==> src/rtl/wdog_pkg.sv <==
package wdog_pkg;

    localparam int REG_W = 32;

    // byte offsets of the two registers
    localparam int CTRL_OFS = 0;
    localparam int FEED_OFS = 4;

    // key words for the unlock and feed sequences
    localparam logic [REG_W-1:0] KEY_ONE = 32'h0000_00A5;
    localparam logic [REG_W-1:0] KEY_TWO = 32'h0000_005A;

    // control register field positions
    localparam int RUN_BIT   = 8;
    localparam int PEND_BIT  = 9;
    localparam int MASK_BIT  = 10;
    localparam int ARM_BIT   = 11;
    localparam int CAUSE_BIT = 31;

    typedef enum logic [1:0] {
        SEQ_IDLE,
        SEQ_HALF,
        SEQ_OPEN
    } seq_st_e;

    // fields that only power-on reset clears
    typedef struct packed {
        logic run;
        logic arm;
        logic cause;
    } por_regs_t;

    // fields that system reset clears
    typedef struct packed {
        logic mask;
        logic pend;
    } sys_regs_t;

endpackage

==> src/rtl/wdog_keyseq.sv <==
module wdog_keyseq
    import wdog_pkg::*;
#(
    parameter bit HOLD = 1'b1   // 1: hit_o held until next write; 0: one-cycle hit on second key
) (
    input  logic             clk,
    input  logic             rst_n,
    input  logic             wr_i,
    input  logic [REG_W-1:0] data_i,
    output logic             hit_o
);

    typedef struct packed {
        seq_st_e st;
    } seq_state_t;

    seq_state_t s_d, s_q;
    logic       second_ok;

    always_comb begin
        s_d       = s_q;
        second_ok = 1'b0;
        if (wr_i) begin
            if (data_i == KEY_ONE) begin
                s_d.st = SEQ_HALF;
            end else if (s_q.st == SEQ_HALF && data_i == KEY_TWO) begin
                second_ok = 1'b1;
                s_d.st    = HOLD ? SEQ_OPEN : SEQ_IDLE;
            end else begin
                s_d.st = SEQ_IDLE;
            end
        end
    end

    generate
        if (HOLD) begin : g_hold
            assign hit_o = (s_q.st == SEQ_OPEN);
        end else begin : g_pulse
            assign hit_o = second_ok;
        end
    endgenerate

    always_ff @(posedge clk or negedge rst_n) begin
        if (!rst_n) begin
            s_q <= '{st: SEQ_IDLE};
        end else begin
            s_q <= s_d;
        end
    end


    open_after_key_chk: assert property (@(posedge clk) disable iff (!rst_n)
        (s_q.st == SEQ_OPEN && $past(s_q.st) != SEQ_OPEN)
            |-> $past(wr_i && data_i == KEY_TWO));

endmodule

==> src/rtl/wdog_timebase.sv <==
module wdog_timebase #(
    parameter int IRQ_EXP   = 10,
    parameter int RST_EXP   = 14,
    parameter int PULSE_LEN = 8
) (
    input  logic clk,
    input  logic sys_rst_n,
    input  logic por_n,
    input  logic run_i,
    input  logic arm_i,
    input  logic feed_i,
    output logic irq_hit_o,
    output logic rst_start_o,
    output logic rst_req_o
);

    localparam int CW = RST_EXP;
    localparam int PW = $clog2(PULSE_LEN + 1);
    localparam logic [CW-1:0] IRQ_LAST = CW'((64'd1 << IRQ_EXP) - 64'd1);
    localparam logic [CW-1:0] RST_LAST = {CW{1'b1}};
    localparam logic [PW-1:0] PULSE_LOAD = PW'(PULSE_LEN);

    typedef struct packed {
        logic [CW-1:0] cnt;
    } cnt_state_t;

    typedef struct packed {
        logic [PW-1:0] left;
    } pls_state_t;

    cnt_state_t c_d, c_q;
    pls_state_t p_d, p_q;
    logic       busy;

    always_comb begin
        c_d         = c_q;
        p_d         = p_q;
        busy        = (p_q.left != '0);
        irq_hit_o   = run_i && !busy && (c_q.cnt == IRQ_LAST);
        rst_start_o = run_i && arm_i && !busy && (c_q.cnt == RST_LAST);

        if (!run_i || busy || feed_i || rst_start_o) begin
            c_d.cnt = '0;
        end else begin
            c_d.cnt = c_q.cnt + 1'b1;
        end

        if (rst_start_o) begin
            p_d.left = PULSE_LOAD;
        end else if (busy) begin
            p_d.left = p_q.left - 1'b1;
        end
    end

    assign rst_req_o = (p_q.left != '0);

    // counter lives in the system reset domain
    always_ff @(posedge clk or negedge sys_rst_n) begin
        if (!sys_rst_n) begin
            c_q <= '{cnt: '0};
        end else begin
            c_q <= c_d;
        end
    end

    // pulse survives the reset it requests
    always_ff @(posedge clk or negedge por_n) begin
        if (!por_n) begin
            p_q <= '{left: '0};
        end else begin
            p_q <= p_d;
        end
    end


    pulse_follows_start_chk: assert property (@(posedge clk) disable iff (!por_n)
        rst_start_o |=> rst_req_o);


    feed_zeroes_cnt_chk: assert property (@(posedge clk) disable iff (!sys_rst_n)
        feed_i |=> (c_q.cnt == '0));

endmodule

==> src/rtl/wdog_top.sv <==
module wdog_top
    import wdog_pkg::*;
#(
    parameter int ADDR_W    = 4,
    parameter int IRQ_EXP   = 10,
    parameter int RST_EXP   = 14,
    parameter int PULSE_LEN = 8
) (
    input  logic              clk,
    input  logic              por_n,
    input  logic              sys_rst_n,
    input  logic              psel,
    input  logic              penable,
    input  logic              pwrite,
    input  logic [ADDR_W-1:0] paddr,
    input  logic [REG_W-1:0]  pwdata,
    output logic [REG_W-1:0]  prdata,
    output logic              irq_o,
    output logic              rst_req_o
);

    localparam int NSEQ = 2;   // 0: control unlock, 1: feed
    localparam logic [ADDR_W-1:0] CTRL_A = ADDR_W'(CTRL_OFS);
    localparam logic [ADDR_W-1:0] FEED_A = ADDR_W'(FEED_OFS);

    logic sys_arst_n;
    logic bus_wr, ctrl_wr, feed_wr, is_key, fld_wr, rd_ctrl;
    logic [NSEQ-1:0] seq_wr, seq_hit;
    logic irq_hit, rst_start;

    por_regs_t por_d, por_q;
    sys_regs_t sys_d, sys_q;

    assign sys_arst_n = sys_rst_n & por_n;
    assign bus_wr     = psel & penable & pwrite;
    assign ctrl_wr    = bus_wr && (paddr == CTRL_A);
    assign feed_wr    = bus_wr && (paddr == FEED_A);
    assign is_key     = (pwdata == KEY_ONE) || (pwdata == KEY_TWO);
    assign fld_wr     = ctrl_wr && !is_key;
    assign rd_ctrl    = psel && !pwrite && (paddr == CTRL_A);
    assign seq_wr     = {feed_wr, ctrl_wr};

    generate
        for (genvar g = 0; g < NSEQ; g++) begin : g_seq
            wdog_keyseq #(
                .HOLD (g == 0)
            ) u_seq (
                .clk    (clk),
                .rst_n  (sys_arst_n),
                .wr_i   (seq_wr[g]),
                .data_i (pwdata),
                .hit_o  (seq_hit[g])
            );
        end
    endgenerate

    wdog_timebase #(
        .IRQ_EXP   (IRQ_EXP),
        .RST_EXP   (RST_EXP),
        .PULSE_LEN (PULSE_LEN)
    ) u_tb (
        .clk         (clk),
        .sys_rst_n   (sys_arst_n),
        .por_n       (por_n),
        .run_i       (por_q.run),
        .arm_i       (por_q.arm),
        .feed_i      (seq_hit[1]),
        .irq_hit_o   (irq_hit),
        .rst_start_o (rst_start),
        .rst_req_o   (rst_req_o)
    );

    always_comb begin
        por_d = por_q;
        sys_d = sys_q;
        if (fld_wr) begin
            por_d.run  = pwdata[RUN_BIT] & (por_q.run | seq_hit[0]);
            por_d.arm  = pwdata[ARM_BIT];
            sys_d.mask = pwdata[MASK_BIT];
            if (!pwdata[CAUSE_BIT]) por_d.cause = 1'b0;
            if (pwdata[PEND_BIT])   sys_d.pend  = 1'b0;
        end
        if (rst_start) por_d.cause = 1'b1;
        if (irq_hit)   sys_d.pend  = 1'b1;
    end

    always_ff @(posedge clk or negedge por_n) begin
        if (!por_n) begin
            por_q <= '0;
        end else begin
            por_q <= por_d;
        end
    end

    always_ff @(posedge clk or negedge sys_arst_n) begin
        if (!sys_arst_n) begin
            sys_q <= '0;
        end else begin
            sys_q <= sys_d;
        end
    end

    always_comb begin
        prdata = '0;
        if (rd_ctrl) begin
            prdata[RUN_BIT]   = por_q.run;
            prdata[PEND_BIT]  = sys_q.pend;
            prdata[MASK_BIT]  = sys_q.mask;
            prdata[ARM_BIT]   = por_q.arm;
            prdata[CAUSE_BIT] = por_q.cause;
        end
    end

    assign irq_o = sys_q.pend & sys_q.mask;


    run_needs_key_chk: assert property (@(posedge clk) disable iff (!por_n)
        $rose(por_q.run) |-> $past(seq_hit[0] && ctrl_wr));


    pend_from_period_chk: assert property (@(posedge clk) disable iff (!sys_arst_n)
        $rose(sys_q.pend) |-> $past(irq_hit));


    cause_with_pulse_chk: assert property (@(posedge clk) disable iff (!por_n)
        $rose(por_q.cause) |-> rst_req_o);


    run_kept_in_sysrst_chk: assert property (@(posedge clk) disable iff (!por_n)
        (!sys_rst_n && !ctrl_wr) |=> $stable(por_q.run));

endmodule

==> config.mk <==
export PLATFORM = sky130hd
export DESIGN_NAME = wdog_top
export DESIGN_NICKNAME = d
export VERILOG_FILES = /design/src/rtl/wdog_pkg.sv /design/src/rtl/wdog_keyseq.sv /design/src/rtl/wdog_timebase.sv /design/src/rtl/wdog_top.sv
export SDC_FILE = /design/constraint.sdc
export NUM_CORES = 1
export LEC_CHECK = 0
export BUFFER_PORTS_ARGS = -buffer_cell sky130_fd_sc_hd__buf_2
export CORE_AREA = 2 2 54 82
export CTS_CLUSTER_SIZE = 16
export DETAILED_ROUTE_END_ITERATION = 8
export DIE_AREA = 0 0 56 84
export HOLD_SLACK_MARGIN = 0.1
export PLACE_DENSITY_LB_ADDON = 0.1
export SLEW_MARGIN = 40
export SYNTH_ARGS = -nofsm -noshare
export SYNTH_HDL_FRONTEND = slang
export SYNTH_SLANG_ARGS = --single-unit
==> constraint.sdc <==
create_clock -name clk -period 1.7 [get_ports clk]
set_input_delay 0.085 -clock clk [delete_from_list [all_inputs] [get_ports clk]]
set_output_delay 0.085 -clock clk [all_outputs]
set_load 0.1 [all_outputs]
### Word level (Yosys, flattened, before mapping)

Cells that the tools add are included.

| word-level totals | value |
|---|---|
| register bits | 27 |
| input port bits | 42 |
| output and inout bits | 34 |
| logic and storage cells | 71 |

| cells by class | value |
|---|---|
| add/subtract/negate cells | 2 |
| equality and inequality tests | 9 |
| mux-type cells | 17 |
| bitwise gates (word level) | 6 |
| reductions and logical operators | 28 |

Operator list:

| kind | number |
|---|---|
| == test 32 x 7 -> 1 bit, second input constant | 1 |
| == test 32 x 8 -> 1 bit, second input constant | 1 |
| adder 14 x 1 -> 14 bit, second input constant | 1 |
| == test 14 x 10 -> 1 bit, second input constant | 1 |
| == test 14 bit, second input constant | 1 |
| two-way mux 14 bit | 1 |
| logical AND 1 bit | 12 |
| two-way mux 4 bit | 3 |
| two-way mux 1 bit | 11 |
| nonzero test 2 bit | 4 |
| AND 1 bit | 5 |
| == test 2 x 1 -> 1 bit, second input constant | 2 |
| == test 4 x 3 -> 1 bit, second input constant | 1 |
| zero test 1 bit | 4 |
| zero test 4 bit | 1 |
| logical OR 1 bit | 4 |
| two-way mux 2 bit | 2 |
| AND reduction 2 bit | 2 |
| nonzero test 4 bit | 1 |
| subtractor 4 x 1 -> 4 bit, second input constant | 1 |
| == test 2 bit, second input constant | 1 |
| != test 2 x 1 -> 1 bit, second input constant | 1 |
| bitwise OR 1 bit | 1 |

### Depth between registers and ports, before layout

Gate-level depths: netlist of the first run.

| depth | value |
|---|---|
| depth after elaboration | 8 |
| depth in mapped cells | 8 |
| mapped depth without buffers | 7 |

### Modules after synthesis

From an unflattened synthesis of the first run, not the netlist that was laid out.

| second synthesis, totals | value |
|---|---|
| cells, all modules | 217 |
| area, all modules | 1955.6 um2 |

Modules (own cells, without submodules):

| module | instances | cells an instance | area an instance (um2) | seq. area each (um2) |
|---|---|---|---|---|
| wdog_timebase | 1 | 93 | 945.9 | 450.4 |
| wdog_top | 1 | 83 | 658.1 | 125.1 |
| wdog_keyseq (g_seq[0].u_seq) | 1 | 22 | 205.2 | 50.0 |
| wdog_keyseq (g_seq[1].u_seq) | 1 | 19 | 146.4 | 25.0 |

### Worst setup path after synthesis of the first run

No wires, ideal clock.

| path | value |
|---|---|
| path kind | input -> output |
| from | input paddr[1] |
| to | output prdata[31] |
| arrival | 3.459 ns |
| required time | 1.615 ns |
| slack | -1.844 ns |
| stages on the path | 2 |
| buffers on the path | 0 |
| cells stage by stage | or4b_4 -> nor4_1 |

| on the way | value |
|---|---|
| word-level cells in the longest chain between the ends | 3 |

Ends and longest elaborated chain:

| what | RTL line | RTL |
|---|---|---|
| start: declaration | wdog_top.sv:15 | `input logic [ADDR_W-1:0] paddr,` |
| zero test 4 bit | wdog_top.sv:40 | `assign rd_ctrl = psel && !pwrite && (paddr == CTRL_A);` |
| logical AND 1 bit | wdog_top.sv:40 |  |
| two-way mux 1 bit | wdog_top.sv:105 | `if (rd_ctrl) begin` |
| end: declaration | wdog_top.sv:17 | `output logic [REG_W-1:0] prdata,` |

Every way passes these cells.

### Final worst setup path of the first run

| path | value |
|---|---|
| from | input paddr[1] |
| to | output prdata[8] |

| on the way | value |
|---|---|
| word-level cells in the longest chain between the ends | 3 |

Ends and longest elaborated chain:

| what | RTL line |
|---|---|
| zero test 4 bit | wdog_top.sv:40 |
| logical AND 1 bit | wdog_top.sv:40 |
| two-way mux 4 bit | wdog_top.sv:105 |

Every way passes these cells.

==> results.toml, run 1 <==
[timing]
setup_viol = 0
hold_violations = 0
fmax_mhz = 622
final.min_clock_period_ns = 1.61
min_period_over_period = 0.946
rsz0062_at_grt = "no"
setup_ws_ns = 0.0910
slew_violations = 0
fin_worst_skew_ns = 0.00206
setup_tns_ns = 0

[synthesis]
ys.flop_type = "dfrtp_1"
syn_area_mm2 = 0.00163
synth.area.top_cells = "dfrtp_1 (40%), buf_4 (12%), nor2_1 (5.5%), xnor2_1 (4.3%), nor4_1 (3.5%)"
synthXorXnorAreaFrac = 0.0699
syn_inst = 175
synth_simple_gate_area_frac = 0.252
ys_seq_elements = 26
yosys.area.top_type_share = 0.399
synth_compound_area_frac = 0.0699
yosys-top-cells-count = "buf_4 (27), dfrtp_1 (26), nor2_1 (24)"
synth_top_family_by_area = "simple AND/OR/NAND/NOR gates"
yosysMostFrequentCell = "buf_4"
async_flop_share = 1.00
synth_cell_type_count = 39
ys_seq_area_frac = 0.399
synth-edff-count = 0
ys_warn_count = 0
yosys.area_share.adder = 0.0154
synth_mux_area_frac = 0.0338
yosysTopAreaCell = "dfrtp_1"
avgSynthCellArea_um2 = 9.31

[grt]
grt_pass1_wl_um = 5950
grt.busiest_layer = "met2"
grt_overflow = 0
grt_pass1_vias = 1365
grtUsageMet2 = 0.312
grt_use_met3 = 0.0264
track_usage = 0.156
use_met1 = 0.160
antenna_found_initial = 0
grt_max_degree = 20

[cts]
post_cts_buffers = 0
clock_latency_ns = 0.26
clk_pin_slew_ns = 0.08
root_buffer = "clkbuf_8"
cts_tree = "built"
cts_sinks = 26
cts_buffers = 3
htree_levels = 1
cts_buffer_depth = 2

[layout]
diodes = 0
area_growth_pct = 35.4
nets = 294
fin_cells = 295
post-route-util = 0.543
drive_above_1_share = 0.357

[detailed_routing]
drc = 0
wl_per_cell_um = 11.5
vias = 1379
drt-total-wl_um = 3410
drt_iter0_markers = 27
vias_per_cell = 4.67
first_pass_iters = 4
ant_nets = 0

[critical_path]
cp_data_required_time_ns = 1.62
cp.buffers_inverters = 4
cp_slowest_cell = "or4b_4"
reg2reg_slack_ns = 0.18
crit_chain = "buf_2 > or4b_4 > buf_4 > nor3_1 > buf_4 > and2_2 > buf_12"
path_max_fanout = 4
crit_top_cell = "buf_4"
end_kind = "primary output"
critPathArrivalTime_ns = 1.52
start_kind = "input port"
worst_path_largest_cell_delay_ns = 0.52
path_delay_family = "simple AND/OR/NAND/NOR gates"
worst-setup-path-type = "input port to primary output"

[run]
cap_violations = 0

[power_and_ir_drop]
powerDensity_mw_per_mm2 = 646
power.leakage_uw = 0.00103
max-vdd-ir-drop_uv = 545

[placed_design]
dp_hpwl_um = 2850
dp.cells = 286
dpl_worst_slack_ns = -0.159
globalplace.congestion = 0.766
io_buffers = 48

[die]
dieArea_mm2 = 0.00470
die_w_um = 56
initial_core_util = 0.401
core_mm2 = 0.00406
num_rows = 29
boundaryPins = 76
die_y_um = 84

[hold_path]
hp-class = "input port to flip-flop"

[status]
status = "completed"
## tightest hold or removal path, stage by stage
cell      delay (ns)
buf_2           0.10
a211oi_1        0.06
o21bai_1        0.11
## area by class of cell
class                           count  area (um^2)
Fill cell                         399         1860
Timing Repair Buffer               73          534
Clock buffer                        4         55.1
Tap cell                           46         57.6
Multi-Input combinational cell    136          871
Sequential cell                    26          651
Inverter                           10         37.5
## timing repair
item / in CTS / in global routing
endpoints found under the setup margin: 1 / 15
hold buffers: 5 / 0
pin swaps: 0 / 1
gates resized for setup: 2 / 5
endpoints found under the hold margin: 29 / 0
## cells in the final DEF (no fill, tap or decap), types with 6 or more instances in the layout
cell type	netlist	layout
buf_2	1	42
conb_1	1	27
dfrtp_1	26	26
nor2_1	24	23
buf_4	27	19
nand2_1	11	11
inv_1	10	9
xnor2_1	8	8
nor4_1	9	7
nand4_1	6	6
buf_12	0	6
## state kept, by name, indices dropped and copies added (netlist names)
name	flops
u_tb.c_q	14
sys_q	2
g_seq.u_seq.s_q	3
u_tb.p_q	4
por_q	3
## power breakdown
group          switching, uW  internal (uW)  total [uW]
Clock                    178            206         385
Combinational            336           66.1         402
Sequential              7.70            631         638
## kinds of logic after synthesis
family,count (synthesis)
AOI/OAI and AO/OA,12
xor gates and xnor gates,13
adders and majority gates,2
buffers and inverters,39
DFF,26
muxes,5
other,1
and+or+nand+nor,77
## worst paths after layout
path / startpoint / to / cells after the start
worst max-delay path: paddr[1] / prdata[8] / 7
worst min-delay path: pwdata[31] / por_q[0] / 3
worst max register to register: u_tb.p_q[0] / u_tb.c_q[6] / 8
worst min register to register: sys_q[1] / sys_q[1] / 1
max in group asynchronous: por_n / g_seq[0].u_seq.s_q[1] / 4
min in group asynchronous: por_n / u_tb.p_q[2] / 2
## per-stage QoR
| stage | hold slack, ns | power [uW] | instance area, um^2 |
|---|---|---|---|
| after CTS | 0.117 | 1450 | 2180 |
| after global routing | 0.123 | 1490 | 2210 |
| final | 0.123 | 1430 | 2210 |
| after floorplan | -0.211 | 1020 | 1750 |
| after global placement | -0.0659 | 1050 | 2070 |
| after detailed placement | -0.0642 | 1050 | 2070 |
## routing by layer
layer | wire [um] | share of wire | vias to the layer above
met5 | 0 | 0 | -
met4 | 23 | 0.0068 | 0
met3 | 212 | 0.062 | 2
met2 | 1980 | 0.58 | 42
met1 | 1190 | 0.35 | 641
li1 | - | - | 694
(Power assumes the default switching activity.)
==> run 2, diff against run 1 <==
--- a/config.mk
+++ b/config.mk
@@ -5,13 +5,14 @@
 export SDC_FILE = /design/constraint.sdc
 export NUM_CORES = 1
 export LEC_CHECK = 0
+export ABC_AREA = 1
 export BUFFER_PORTS_ARGS = -buffer_cell sky130_fd_sc_hd__buf_2
-export CORE_AREA = 2 2 54 82
+export CORE_AREA = 2 2 55 83
 export CTS_CLUSTER_SIZE = 16
 export DETAILED_ROUTE_END_ITERATION = 8
-export DIE_AREA = 0 0 56 84
+export DIE_AREA = 0 0 57 85
 export HOLD_SLACK_MARGIN = 0.1
-export PLACE_DENSITY_LB_ADDON = 0.1
+export PLACE_DENSITY = 0.73
 export SLEW_MARGIN = 40
 export SYNTH_ARGS = -nofsm -noshare
 export SYNTH_HDL_FRONTEND = slang
==> run 2 against run 1 <==
Against the previous run: clock skew about the same; via count up 13%; clock power down 11%; register-to-register slack worse by 0.06 ns; sequential share of layout area up 2.2 points; critical path type is now flip-flop to flip-flop; synthesized cell count up 33%; critical path depth down 1; combinational power up 14%; highest routed layer unchanged; sequential power up 4.1%.
==> results.toml, run 2 <==
[synthesis]
ys_seq_area_frac = 0.381
yosysMostFrequentCell = "nor2_1"
async_flop_share = 1.00
ys.flop_type = "dfrtp_1"
synth-edff-count = 0
synth.area.top_cells = "dfrtp_1 (38%), buf_4 (12%), nor2_1 (12%), nand2_1 (9.2%), inv_1 (5.9%)"
avgSynthCellArea_um2 = 7.32
ys_warn_count = 0
syn_area_mm2 = 0.00171
yosysTopAreaCell = "dfrtp_1"
yosys.area.top_type_share = 0.381
syn_inst = 233
ys_seq_elements = 26
synth_cell_type_count = 24
yosys-top-cells-count = "nor2_1 (53), nand2_1 (42), buf_4 (27), inv_1 (27), dfrtp_1 (26)"

[power_and_ir_drop]
powerDensity_mw_per_mm2 = 713
power.leakage_uw = 0.00106
max-vdd-ir-drop_uv = 724

[timing]
worstMarginPinSlew_ns = 0.509
min_period_over_period = 0.927
hold_violations = 0
setup_viol = 0
setup_ws_ns = 0.125
fmax_mhz = 635
final.min_clock_period_ns = 1.58
relSlewSlack = 0.660
fin_worst_skew_ns = 0.00226
slew_violations = 0

[layout]
layout_commonest_cell = "nor2_1"
largest_reg_flops = 14
drive_above_1_share = 0.232
top_regs = "u_tb.c_q: 14 flops, u_tb.p_q: 4 flops"
regMostFlops = "u_tb.c_q"
area_growth_pct = 20.2
fin_cells = 335
final_cell_mix = "nor2_1 (53), buf_2 (48), nand2_1 (42), inv_1 (27), conb_1 (27)"
nFillCells = 416
diodes = 0
nets = 335

[cts]
cts_buffer_depth = 2
cts_sinks = 26
post_cts_buffers = 0
root_buffer = "clkbuf_8"
clk_pin_slew_ns = 0.08
htree_levels = 1
cts_buffers = 3
cts_tree = "built"
clock_latency_ns = 0.27

[die]
die_w_um = 57
die_y_um = 85
dieArea_mm2 = 0.00485
boundaryPins = 76
initial_core_util = 0.413
core_mm2 = 0.00414
num_rows = 29

[detailed_routing]
ant_nets = 0
wl_met1_um = 1300
met3_length_um = 162
vias = 1552
met2_length_um = 2090
drc = 0
top_layer = "met4"
vias_per_cell = 4.63
drt-total-wl_um = 3610
wl_per_cell_um = 10.8
drt_iter0_markers = 34
first_pass_iters = 4

[critical_path]
path_max_fanout = 7
end_kind = "flip-flop"
start_kind = "flip-flop"
critPathArrivalTime_ns = 1.77
reg2reg_from = "u_tb.p_q[0]"
crit_path_start = "u_tb.p_q[0]"
worst-setup-path-type = "flip-flop to flip-flop"
cp_data_required_time_ns = 1.90

[grt]
grt_max_degree = 20
grt_overflow = 0
antenna_found_initial = 0
grt_pass1_wl_um = 5950
grt_pass1_vias = 1518
track_usage = 0.153

[status]
status = "completed"

[placed_design]
dpl_worst_slack_ns = 0.152
dp.cells = 326
io_buffers = 48
dp_hpwl_um = 2820
globalplace.congestion = 0.773

[run]
cap_violations = 0

[hold_path]
hp-class = "input port to flip-flop"
worstHoldStart = "pwdata[9]"
run 2: changes by cell type in the layout (fill, tap and decap cells not counted), moves of 7 or more:
cell | previous run | this run
nor2_1 | 23 | 53
inv_1 | 9 | 27
buf_4 | 19 | 1
nand3_1 | 5 | 12
nand2_1 | 11 | 42
run 2: final cells by class:
type,count,area [um^2],area share
Tap cell,46,57.6,0.0280
Multi-Input combinational cell,178,900,0.438
Clock buffer,3,41.3,0.0201
Timing Repair Buffer,54,298,0.145
Sequential cell,26,651,0.317
Inverter,28,105,0.0512
run 2: power by group:
part,total (uW),internal [uW],switching [uW]
registers,664,646,17.8
logic,459,79.7,380
clock network,341,159,182
total,1460,884,579
run 2: stage by stage:
stage	instance area (um^2)	hold slack (ns)	power [uW]	utilization	TNS, ns
after floorplan	1830	-0.211	1090	-	-0.619
after global placement	1930	-0.0676	1110	0.466	0
after detailed placement	1930	-0.0667	1120	0.466	0
after CTS	2020	0.108	1460	0.488	0
after global routing	2050	0.142	1540	0.496	-0.00963
final	2050	0.109	1460	0.496	0
run 2: cell families after synthesis:
group                      Yosys count  share of synthesized area
buffers and inverters               56                      0.187
and+or+nand+nor                    128                      0.326
xor gates and xnor gates            12                     0.0616
other                                1                    0.00220
AOI/OAI and AO/OA                    7                     0.0213
DFF                                 26                      0.381
muxes                                1                    0.00660
adders and majority gates            2                     0.0147
run 2: worst paths after layout:
path                       slack [ns]  depth (start not counted)           end
max                              0.12                          6  u_tb.c_q[10]
min in group asynchronous        0.18                          2   u_tb.p_q[2]
max in group asynchronous        0.95                          5   u_tb.c_q[0]
min                              0.11                          4      sys_q[0]
max reg2reg                      0.12                          6  u_tb.c_q[10]
min reg2reg                      0.47                          1   u_tb.c_q[0]
run 2: repair_timing:
item,CTS,global route
setup endpoints to repair,0,14
hold buffers,5,0
hold endpoints to repair,29,0
gates resized for setup,0,4
run 2: routing by layer:
metal	vias to the layer above	GRT usage
met2	64	0.312
met5	-	0
met1	704	0.147
met4	0	0.0719
met3	6	0.0107
li1	778	-
run 2: worst max-delay path: stages, from the launching register on:
cell,delay (ns)
dfrtp_1,0.36
inv_1,0.14
ha_4,0.17
nand3_4,0.08
nor2_1,0.41
nand3_4,0.19
nor2_1,0.14
